[src/rtl/sadc_pkg.sv]
package sadc_pkg;

   typedef enum logic [1:0] {
      GATE_IDLE,
      GATE_SEE_HI,
      GATE_SEE_LO,
      GATE_SEE_RISE
   } gate_st_t;

   typedef enum logic {
      ENG_IDLE,
      ENG_SHIFT
   } eng_st_t;

   function automatic int unsigned cnt_width(input int unsigned n);
      return (n < 2) ? 1 : $clog2(n + 1);
   endfunction

endpackage

[src/rtl/sadc_sclk_gen.sv]
module sadc_sclk_gen #(
   parameter int DIV_W = 8
) (
   input  logic             clk,
   input  logic             rst,
   input  logic [DIV_W-1:0] div_cfg,
   output logic             sclk_q,
   output logic             rise_p,
   output logic             fall_p
);

   logic [DIV_W-1:0] cnt_q;
   logic             wrap;

   // >= keeps the divider from stalling when div_cfg is lowered mid-count
   assign wrap   = (cnt_q >= div_cfg);
   assign rise_p = wrap & ~sclk_q;
   assign fall_p = wrap &  sclk_q;

   always_ff @(posedge clk) begin
      if (rst) begin
         cnt_q  <= '0;
         sclk_q <= 1'b1;
      end else if (wrap) begin
         cnt_q  <= '0;
         sclk_q <= ~sclk_q;
      end else begin
         cnt_q  <= cnt_q + 1'b1;
      end
   end

endmodule

[src/rtl/sadc_pace_timer.sv]
module sadc_pace_timer #(
   parameter int TMR_W = 16
) (
   input  logic             clk,
   input  logic             rst,
   input  logic             en,
   input  logic [TMR_W-1:0] period_cfg,
   output logic             tick
);

   logic [TMR_W-1:0] cnt_q;

   always_ff @(posedge clk) begin
      if (rst || !en) begin
         cnt_q <= '0;
         tick  <= 1'b0;
      end else if (cnt_q >= period_cfg) begin
         cnt_q <= '0;
         tick  <= 1'b1;
      end else begin
         cnt_q <= cnt_q + 1'b1;
         tick  <= 1'b0;
      end
   end

endmodule

[src/rtl/sadc_start_gate.sv]
module sadc_start_gate
   import sadc_pkg::*;
#(
   parameter int PEND_W = 3
) (
   input  logic clk,
   input  logic rst,
   input  logic tick,
   input  logic busy,
   input  logic sclk_q,
   input  logic rise_p,
   output logic start_p
);

   localparam logic [PEND_W-1:0] PEND_MAX = '1;

   gate_st_t          st_q;
   logic [PEND_W-1:0] pend_q;
   logic              take;

   assign take    = tick && (pend_q != PEND_MAX);
   assign start_p = (st_q == GATE_SEE_RISE) && rise_p;

   always_ff @(posedge clk) begin
      if (rst) begin
         pend_q <= '0;
      end else begin
         case ({take, start_p})
            2'b10:   pend_q <= pend_q + 1'b1;
            2'b01:   pend_q <= pend_q - 1'b1;
            default: pend_q <= pend_q;
         endcase
      end
   end

   always_ff @(posedge clk) begin
      if (rst) begin
         st_q <= GATE_IDLE;
      end else begin
         case (st_q)
            GATE_IDLE:     if (pend_q != '0 && !busy) st_q <= GATE_SEE_HI;
            GATE_SEE_HI:   if (sclk_q)                st_q <= GATE_SEE_LO;
            GATE_SEE_LO:   if (!sclk_q)               st_q <= GATE_SEE_RISE;
            GATE_SEE_RISE: if (rise_p)                st_q <= GATE_IDLE;
            default:                                  st_q <= GATE_IDLE;
         endcase
      end
   end

endmodule

[src/rtl/sadc_frame_engine.sv]
module sadc_frame_engine
   import sadc_pkg::*;
#(
   parameter int FRAME_BITS = 16,
   parameter int PD_BITS    = 8,
   parameter int DATA_W     = 12,
   parameter bit PD_EN      = 1'b1
) (
   input  logic              clk,
   input  logic              rst,
   input  logic              start_p,
   input  logic              rise_p,
   input  logic              fall_p,
   input  logic              pd_mode,
   input  logic              sdata,
   output logic              busy,
   output logic              fs_n,
   output logic [DATA_W-1:0] result,
   output logic              valid
);

   localparam int CW = cnt_width(FRAME_BITS);
   localparam logic [CW-1:0] FULL_LEN = CW'(FRAME_BITS);
   localparam logic [CW-1:0] BURST_LEN = CW'(PD_BITS);

   eng_st_t               st_q;
   logic [CW-1:0]         nbits_q;
   logic [CW-1:0]         target;
   logic                  pd_q;
   logic                  pd_take;
   logic [FRAME_BITS-1:0] sr_q;

   generate
      if (PD_EN) begin : g_pd
         assign pd_take = pd_mode;
      end else begin : g_no_pd
         assign pd_take = 1'b0;
      end
   endgenerate

   assign target = pd_q ? BURST_LEN : FULL_LEN;
   assign busy   = (st_q == ENG_SHIFT);

   always_ff @(posedge clk) begin
      if (rst) begin
         st_q    <= ENG_IDLE;
         fs_n    <= 1'b1;
         valid   <= 1'b0;
         result  <= '0;
         sr_q    <= '0;
         nbits_q <= '0;
         pd_q    <= 1'b0;
      end else begin
         valid <= 1'b0;
         case (st_q)
            ENG_IDLE: begin
               if (start_p) begin
                  st_q    <= ENG_SHIFT;
                  fs_n    <= 1'b0;
                  nbits_q <= '0;
                  pd_q    <= pd_take;
                  sr_q    <= '0;
               end
            end
            ENG_SHIFT: begin
               if (fall_p && nbits_q != target) begin
                  sr_q    <= {sr_q[FRAME_BITS-2:0], sdata};
                  nbits_q <= nbits_q + 1'b1;
               end else if (rise_p && nbits_q == target) begin
                  st_q <= ENG_IDLE;
                  fs_n <= 1'b1;
                  if (!pd_q) begin
                     valid  <= 1'b1;
                     result <= sr_q[DATA_W-1:0];
                  end
               end
            end
            default: st_q <= ENG_IDLE;
         endcase
      end
   end

endmodule

[src/rtl/sadc_frame_master.sv]
module sadc_frame_master #(
   parameter int DIV_W      = 8,
   parameter int TMR_W      = 16,
   parameter int FRAME_BITS = 16,
   parameter int PD_BITS    = 8,
   parameter int DATA_W     = 12,
   parameter int PEND_W     = 3,
   parameter bit PD_EN      = 1'b1
) (
   input  logic              clk,
   input  logic              rst,
   input  logic [DIV_W-1:0]  div_cfg,
   input  logic [TMR_W-1:0]  period_cfg,
   input  logic              tmr_en,
   input  logic              pd_mode,
   input  logic              sdata_i,
   output logic              sclk_o,
   output logic              fs_n_o,
   output logic [DATA_W-1:0] result_o,
   output logic              result_valid_o
);

   generate
      if (DATA_W > FRAME_BITS || DATA_W < 1) begin : g_bad_data_w
         $error("sadc_frame_master: DATA_W must be 1..FRAME_BITS");
      end
      if (PD_BITS < 1 || PD_BITS >= FRAME_BITS) begin : g_bad_pd_bits
         $error("sadc_frame_master: PD_BITS must be 1..FRAME_BITS-1");
      end
      if (FRAME_BITS < 2) begin : g_bad_frame
         $error("sadc_frame_master: FRAME_BITS must be at least 2");
      end
      if (DIV_W < 1 || TMR_W < 1 || PEND_W < 1) begin : g_bad_widths
         $error("sadc_frame_master: widths must be positive");
      end
   endgenerate

   logic sclk_q;
   logic rise_p;
   logic fall_p;
   logic tick;
   logic start_p;
   logic busy;

   sadc_sclk_gen #(.DIV_W(DIV_W)) u_sclk (
      .clk     (clk),
      .rst     (rst),
      .div_cfg (div_cfg),
      .sclk_q  (sclk_q),
      .rise_p  (rise_p),
      .fall_p  (fall_p)
   );

   sadc_pace_timer #(.TMR_W(TMR_W)) u_timer (
      .clk        (clk),
      .rst        (rst),
      .en         (tmr_en),
      .period_cfg (period_cfg),
      .tick       (tick)
   );

   sadc_start_gate #(.PEND_W(PEND_W)) u_gate (
      .clk     (clk),
      .rst     (rst),
      .tick    (tick),
      .busy    (busy),
      .sclk_q  (sclk_q),
      .rise_p  (rise_p),
      .start_p (start_p)
   );

   sadc_frame_engine #(
      .FRAME_BITS (FRAME_BITS),
      .PD_BITS    (PD_BITS),
      .DATA_W     (DATA_W),
      .PD_EN      (PD_EN)
   ) u_engine (
      .clk     (clk),
      .rst     (rst),
      .start_p (start_p),
      .rise_p  (rise_p),
      .fall_p  (fall_p),
      .pd_mode (pd_mode),
      .sdata   (sdata_i),
      .busy    (busy),
      .fs_n    (fs_n_o),
      .result  (result_o),
      .valid   (result_valid_o)
   );

   assign sclk_o = busy ? sclk_q : 1'b1;

endmodule

[config.mk]
export PLATFORM = sky130hd
export DESIGN_NAME = sadc_frame_master
export DESIGN_NICKNAME = d
export VERILOG_FILES = /design/src/rtl/sadc_pkg.sv /design/src/rtl/sadc_sclk_gen.sv /design/src/rtl/sadc_pace_timer.sv /design/src/rtl/sadc_start_gate.sv /design/src/rtl/sadc_frame_engine.sv /design/src/rtl/sadc_frame_master.sv
export SDC_FILE = /design/constraint.sdc
export NUM_CORES = 1
export LEC_CHECK = 0
export BUFFER_PORTS_ARGS = -buffer_cell sky130_fd_sc_hd__buf_4
export CORE_AREA = 2 2 116 73
export CTS_CLUSTER_DIAMETER = 200
export CTS_CLUSTER_SIZE = 28
export DETAILED_ROUTE_END_ITERATION = 10
export DIE_AREA = 0 0 118 75
export HOLD_SLACK_MARGIN = 0.05
export PLACE_DENSITY = 0.66
export SLEW_MARGIN = 20
export SYNTH_ARGS = -nofsm -noshare
export SYNTH_HDL_FRONTEND = slang
export SYNTH_SLANG_ARGS = --single-unit
[constraint.sdc]
create_clock -name clk -period 2.95 [get_ports clk]
set_input_delay 0.59 -clock clk [delete_from_list [all_inputs] [get_ports clk]]
set_output_delay 0.59 -clock clk [all_outputs]
set_load 0.1 [all_outputs]
# After elaboration in Yosys (flattened, before gate mapping)
# Cells that the tools add are included.
classes:
  n_addsub: 5
  n_mul: 0
  div_mod_pow: 0
  magnitude_cmp: 2
  eq_ne: 16
  n_shift: 0
  mux: 24
  n_bitwise: 7
  reduce_logical: 19
op_table:
  columns: ["cell", "count"]
  rows:
  - ["two-way mux 12 bit", 2]
  - ["one-hot mux 12 bit (2 select lines)", 1]
  - ["adder 16 x 1 -> 16 bit, second input constant", 1]
  - ["greater-or-equal comparator 16 bit", 1]
  - ["two-way mux 5 bit", 3]
  - ["inequality test 2 bit, second input constant", 6]
  - ["one-hot mux 5 bit (2 select lines)", 1]
  - ["two-way mux 1 bit", 9]
  - ["adder 8 x 1 -> 8 bit, second input constant", 1]
  - ["greater-or-equal comparator 8 bit", 1]
  - ["two-way mux 2 bit", 4]
  - ["one-hot mux 2 bit (4 select lines)", 1]
  - ["AND reduction 4 bit", 2]
  - ["== test 2 bit, second input constant", 3]
  - ["one-hot mux 3 bit (2 select lines)", 1]
  - ["adder 5 x 1 -> 5 bit, second input constant", 1]
  - ["== test 5 bit", 1]
  - ["logical AND 1 bit", 5]
  - ["inequality test 5 bit", 1]
  - ["NOT 1 bit", 5]
  - ["== test 2 x 1 -> 1 bit, second input constant", 2]
  - ["inequality test 2 x 1 -> 1 bit, second input constant", 2]
  - ["one-hot mux 1 bit (2 select lines)", 2]
  - ["AND reduction 2 bit", 2]
  - ["other kinds (12)", 15]
totals:
  ff_bits: 64
  latch_bits: 0
  ramBits: 0
  rom_bits: 0
  inputBits: 29
  output_inout_bits: 15
  n_memories: 0

# Logic depth before layout (Yosys ltp)
logic_depth:
  word_depth: 6
  mapped_depth: 12
  ltp_nobuf: 12

# Hierarchy
# Synthesis repeated with hierarchy kept, for this count alone.
unflattened:
  hier_cells: 384
  area_unflattened_um2: 3584.7
by_module_without_submodules:
  columns: ["mod", "instances", "cells_per_inst", "area_each_um2", "seq_area_each_um2"]
  rows:
  - ["sadc_frame_engine", 1, 142, 1412.6, 660.6]
  - ["sadc_pace_timer", 1, 131, 1123.6, 340.3]
  - ["sadc_sclk_gen", 1, 71, 644.4, 180.2]
  - ["sadc_start_gate", 1, 39, 397.9, 100.1]
  - ["sadc_frame_master", 1, 1, 6.3, 0.0]

# Least setup slack after synthesis
# No wires, ideal clock.
synth_path:
  path_kind: "input to register"
  startpoint: "in div_cfg[7]"
  endpoint: "reg u_gate.pend_q[2]"
  t_arrival_ps: 2879
  t_required_ps: 2880
  slack_ps: 1
  cell_stages: 12
  n_path_buf: 0
  path_cell_list: "inv_1 -> ha_1 -> and3_1 -> nand3_1 -> o21a_2 -> nor3b_1 -> ha_1 -> inv_1 -> fa_1 -> xor2_1 -> or3_1 -> a21oi_1"
synth_via:
  elab_chain_len: 5
synth_lines:
  columns: ["element", "line_no", "source"]
  rows:
  - ["from (decl)", "sadc_frame_master.sv:12", "input logic [DIV_W-1:0] div_cfg,"]
  - ["greater-or-equal comparator 8 bit (*)", "sadc_sclk_gen.sv:16", "assign wrap = (cnt_q >= div_cfg);"]
  - ["AND 1 bit (*)", "sadc_sclk_gen.sv:17", "assign rise_p = wrap & ~sclk_q;"]
  - ["logical AND 1 bit (*)", "sadc_start_gate.sv:22", "assign start_p = (st_q == GATE_SEE_RISE) && rise_p;"]
  - ["== test 2 x 1 -> 1 bit / == test 2 bit (equally long branches)", "sadc_start_gate.sv:28", "case ({take, start_p})"]
  - ["one-hot mux 3 bit (2 select lines) / nonzero test 2 bit (equally long branches)", null, null]
  - ["to (signal assigned)", "sadc_start_gate.sv:29", "2'b10: pend_q <= pend_q + 1'b1;"]
  - ["to (signal assigned)", "sadc_start_gate.sv:30", "2'b01: pend_q <= pend_q - 1'b1;"]
  - ["to (signal assigned)", "sadc_start_gate.sv:31", "default: pend_q <= pend_q;"]
  - ["to (decl)", "sadc_start_gate.sv:18", "logic [PEND_W-1:0] pend_q;"]
# Mark *: on every way between the ends. The rest lies on a longest branch, timed or not.
# A chain may end at the register's enable or synchronous reset.

# Final worst setup path
# Same ends and word-level chain as after synthesis.

==> run summary <==
Measured slew at the worst slew-check pin = 0.764 ns
Crit path setup slack, layout = 0.207 ns
PnR Total Power = 2190 uW
Starting Density = 44.0%
Number of synthesized flops with an enable pin = 0
First-pass GRT wire length = 12.5 mm
Total inserted antenna cells = 0
Final hold vios = 0
Relative slew slack = 49.0%
Per-cell via count in the routed design = 5.10
Async SR Flop Fraction = 0%
Number of global-route vias before repair = 2631
LEAKAGE = 0.00174 uW
Yosys warning total = 0
Largest driver fanout on the critical path = 2
CTS Hold Bufs = 0
Share of the clock period used by the worst path = 93.0%
Worst Hold Launch = u_engine.result[11]
Instance area at placement = 3870 um2
Count of vias placed by the detailed router = 2851
Data arrival at the endpoint of the critical path = 3.01 ns
Number of input and output port buffers inserted = 43
Htree depth = 3
HPWL after detailed placement = 5.59 mm
Final #Nets = 509
Most instantiated flip-flop cell in the synthesis netlist = dfxtp_1
Area growth from synthesis to layout = 23.3%
Worst r2r dst = u_gate.pend_q[2]
Weighted congestion at the end of routability-driven global placement = 0.808
Synth Net Count = 458
Placed cell count = 543
Worst setup slack for register-to-register paths = 0.22 ns
Resize count post-CTS = 0
Post-route antenna net violation count = 0
# rows = 25
Average wire per standard cell = 13.4 um
Path type of the worst setup path = primary input to flip-flop
Startpoint types = primary input
Flops & latches, synth = 64
Number of max-cap violations = 0
RSZ-0062 raised after global routing = no
Post-Syn Area per Cell = 8.61 um2
Time the worst path needs with I/O delays and setup = 2.74 ns
Clock tree root driver cell = clkbuf_16
Die ar. = 8850 um2
Category of the worst setup path capture point = flip-flop
Total power density per cell area = 522 nW/um2
Insertion delay of the later-clocked pin in the worst-skew pair = 0.33 ns
Total routing usage reported by global routing = 17.8%
DRC Markers = 0
Post-Place Worst Slack = -0.137 ns
Bufs on Longest Clock Path = 2
Maximum VDD drop = 0.000327 V
Die Span X = 118 um
Number of buffers added by the clock tree synthesis step = 9
Final wirelength = 7.50 mm
Synth unique cells = 49
Post-synthesis instance total = 395
Final setup violation count = 0
CTS clock-pin slew for the worst setup and hold paths = 0.06 ns
RR Startpoint = u_sclk.cnt_q[6]
Maximum clock skew at final layout = 0.00859 ns
Pre-Repair DR Iteration Count = 4
Post-Layout Cell Count = 559
Boundary Pins = 44
Status = finished clean
Initial antenna violation count = 0
Hold Path Cell Cnt = 2
TritonCTS clock tree = built
Number of pins with negative max-slew slack in the final report = 0
Floorplan Core Area = 7730 um2
Post-synthesis instance area = 3400 um2
Largest net degree at the start of global routing = 34
R2R depth = 11
Crit path required time = 3.22 ns
Endpoint, Worst Hold = u_engine.result[11]
Fraction of final layout cells sized beyond drive strength 1 = 17.7%
GRT Residual Overflow = 0
Area of all placed cells without fillers = 4190 um2
Worst hold path type = flip-flop to flip-flop
Register area share after synthesis = 37.7%
TritonCTS sink count = 64
Count of routing violations after the opening detailed-route iteration = 145
Maximum clock frequency = 365 MHz
Setup fix buffers added after clock tree synthesis = 0
Die Span Y = 75 um
[worst max path at each step]
stage,from,endpoint,slack (ns),cells after the start
finish,div_cfg[7],u_gate.pend_q[2],0.21,13
global route,u_sclk.cnt_q[6],u_gate.pend_q[2],0.01,11
CTS,div_cfg[7],u_gate.pend_q[2],0.21,13
detailed placement,div_cfg[7],u_gate.pend_q[2],-0.14,13
global placement,div_cfg[7],u_gate.pend_q[2],-0.03,13
floorplan,div_cfg[7],u_gate.pend_q[2],0.0006,12
[registers in the layout, summed over array words and instances, names as in the netlist, 2 cells and up]
name / count
u_engine.nbits_q: 5
u_engine.result: 12
u_engine.sr_q: 12
u_gate.pend_q: 3
u_gate.st_q: 2
u_sclk.cnt_q: 8
u_timer.cnt_q: 16
[Yosys cell counts (8+ instances only)]
| library cell | n | area share (%) |
|---|---|---|
| a21oi_1 | 41 | 6.0 |
| and3_1 | 8 | 1.5 |
| clkbuf_1 | 9 | 0.99 |
| dfxtp_1 | 64 | 38 |
| ha_1 | 33 | 12 |
| inv_1 | 33 | 3.6 |
| mux2i_1 | 13 | 3.8 |
| nand2_1 | 38 | 4.2 |
| nand3_1 | 31 | 4.6 |
| nor2_1 | 19 | 2.1 |
| o21ai_0 | 21 | 3.1 |
| xnor2_1 | 9 | 2.3 |
| xor2_1 | 14 | 3.6 |
[layer usage]
metal | wire length (um) | share of wire, % | GRT usage (%) | vias up
met5 | 0 | 0 | 0 | -
met4 | 93 | 1.2 | 6.43 | 0
met3 | 339 | 4.5 | 4.92 | 7
met2 | 3110 | 41 | 26.3 | 58
met1 | 3960 | 53 | 25.2 | 1313
li1 | - | - | - | 1473
[through the flow]
stage / hold slack, ns / TNS (ns) / util, %
after floorplan: 0.426 / 0 / -
after global placement: 0.444 / -0.0323 / 50.1
after CTS: 0.463 / 0 / 54.2
after detailed placement: 0.452 / -0.137 / 50.1
final: 0.458 / 0 / 54.3
after global routing: 0.482 / 0 / 54.3
[cells in the final DEF, fill, tap and decap left out, types with 14 or more instances in the layout]
| master | n |
|---|---|
| a21oi_1 | 41 |
| buf_4 | 56 |
| dfxtp_1 | 64 |
| ha_1 | 33 |
| inv_1 | 33 |
| nand2_1 | 38 |
| nand3_1 | 31 |
| nor2_1 | 19 |
| o21ai_0 | 21 |
| xor2_1 | 14 |
[worst max-delay path, stage by stage]
cell and delay (ns):
buf_4 0.08, inv_1 0.04, ha_1 0.28, and3_1 0.20, nand3_1 0.11, o21a_2 0.22, nor3b_1 0.26, ha_1 0.21
inv_1 0.05, fa_1 0.38, xor2_1 0.16, or3_1 0.31, a21oi_1 0.13
[power by group]
part	leakage (uW)	internal [uW]	switching, uW
combinational	0.00107	80.4	83.9
clock	0.000158	757	376
sequential	0.000517	879	13.9
total	0.00174	1720	473
[cell type report]
type                            count  area, um2
Multi-Input combinational cell    281       1910
Timing Repair Buffer               56        420
Tap cell                          108        135
Sequential cell                    64       1280
Clock buffer                       10        239
Inverter                           34        128
Clock inverter                      6       82.6
Fill cell                         712       3530
[logic make-up after synthesis]
group	Yosys count	synth area share, %
XOR/XNOR	23	5.92
flip-flops	64	37.7
buffers and inverters	50	6.33
AO/OA/AOI/OAI	90	15.8
multiplexers	13	3.83
adder cells (fa/ha/maj)	34	12.7
AND/OR/NAND/NOR	121	17.7
Note: power is estimated with default switching activity, not from simulation.
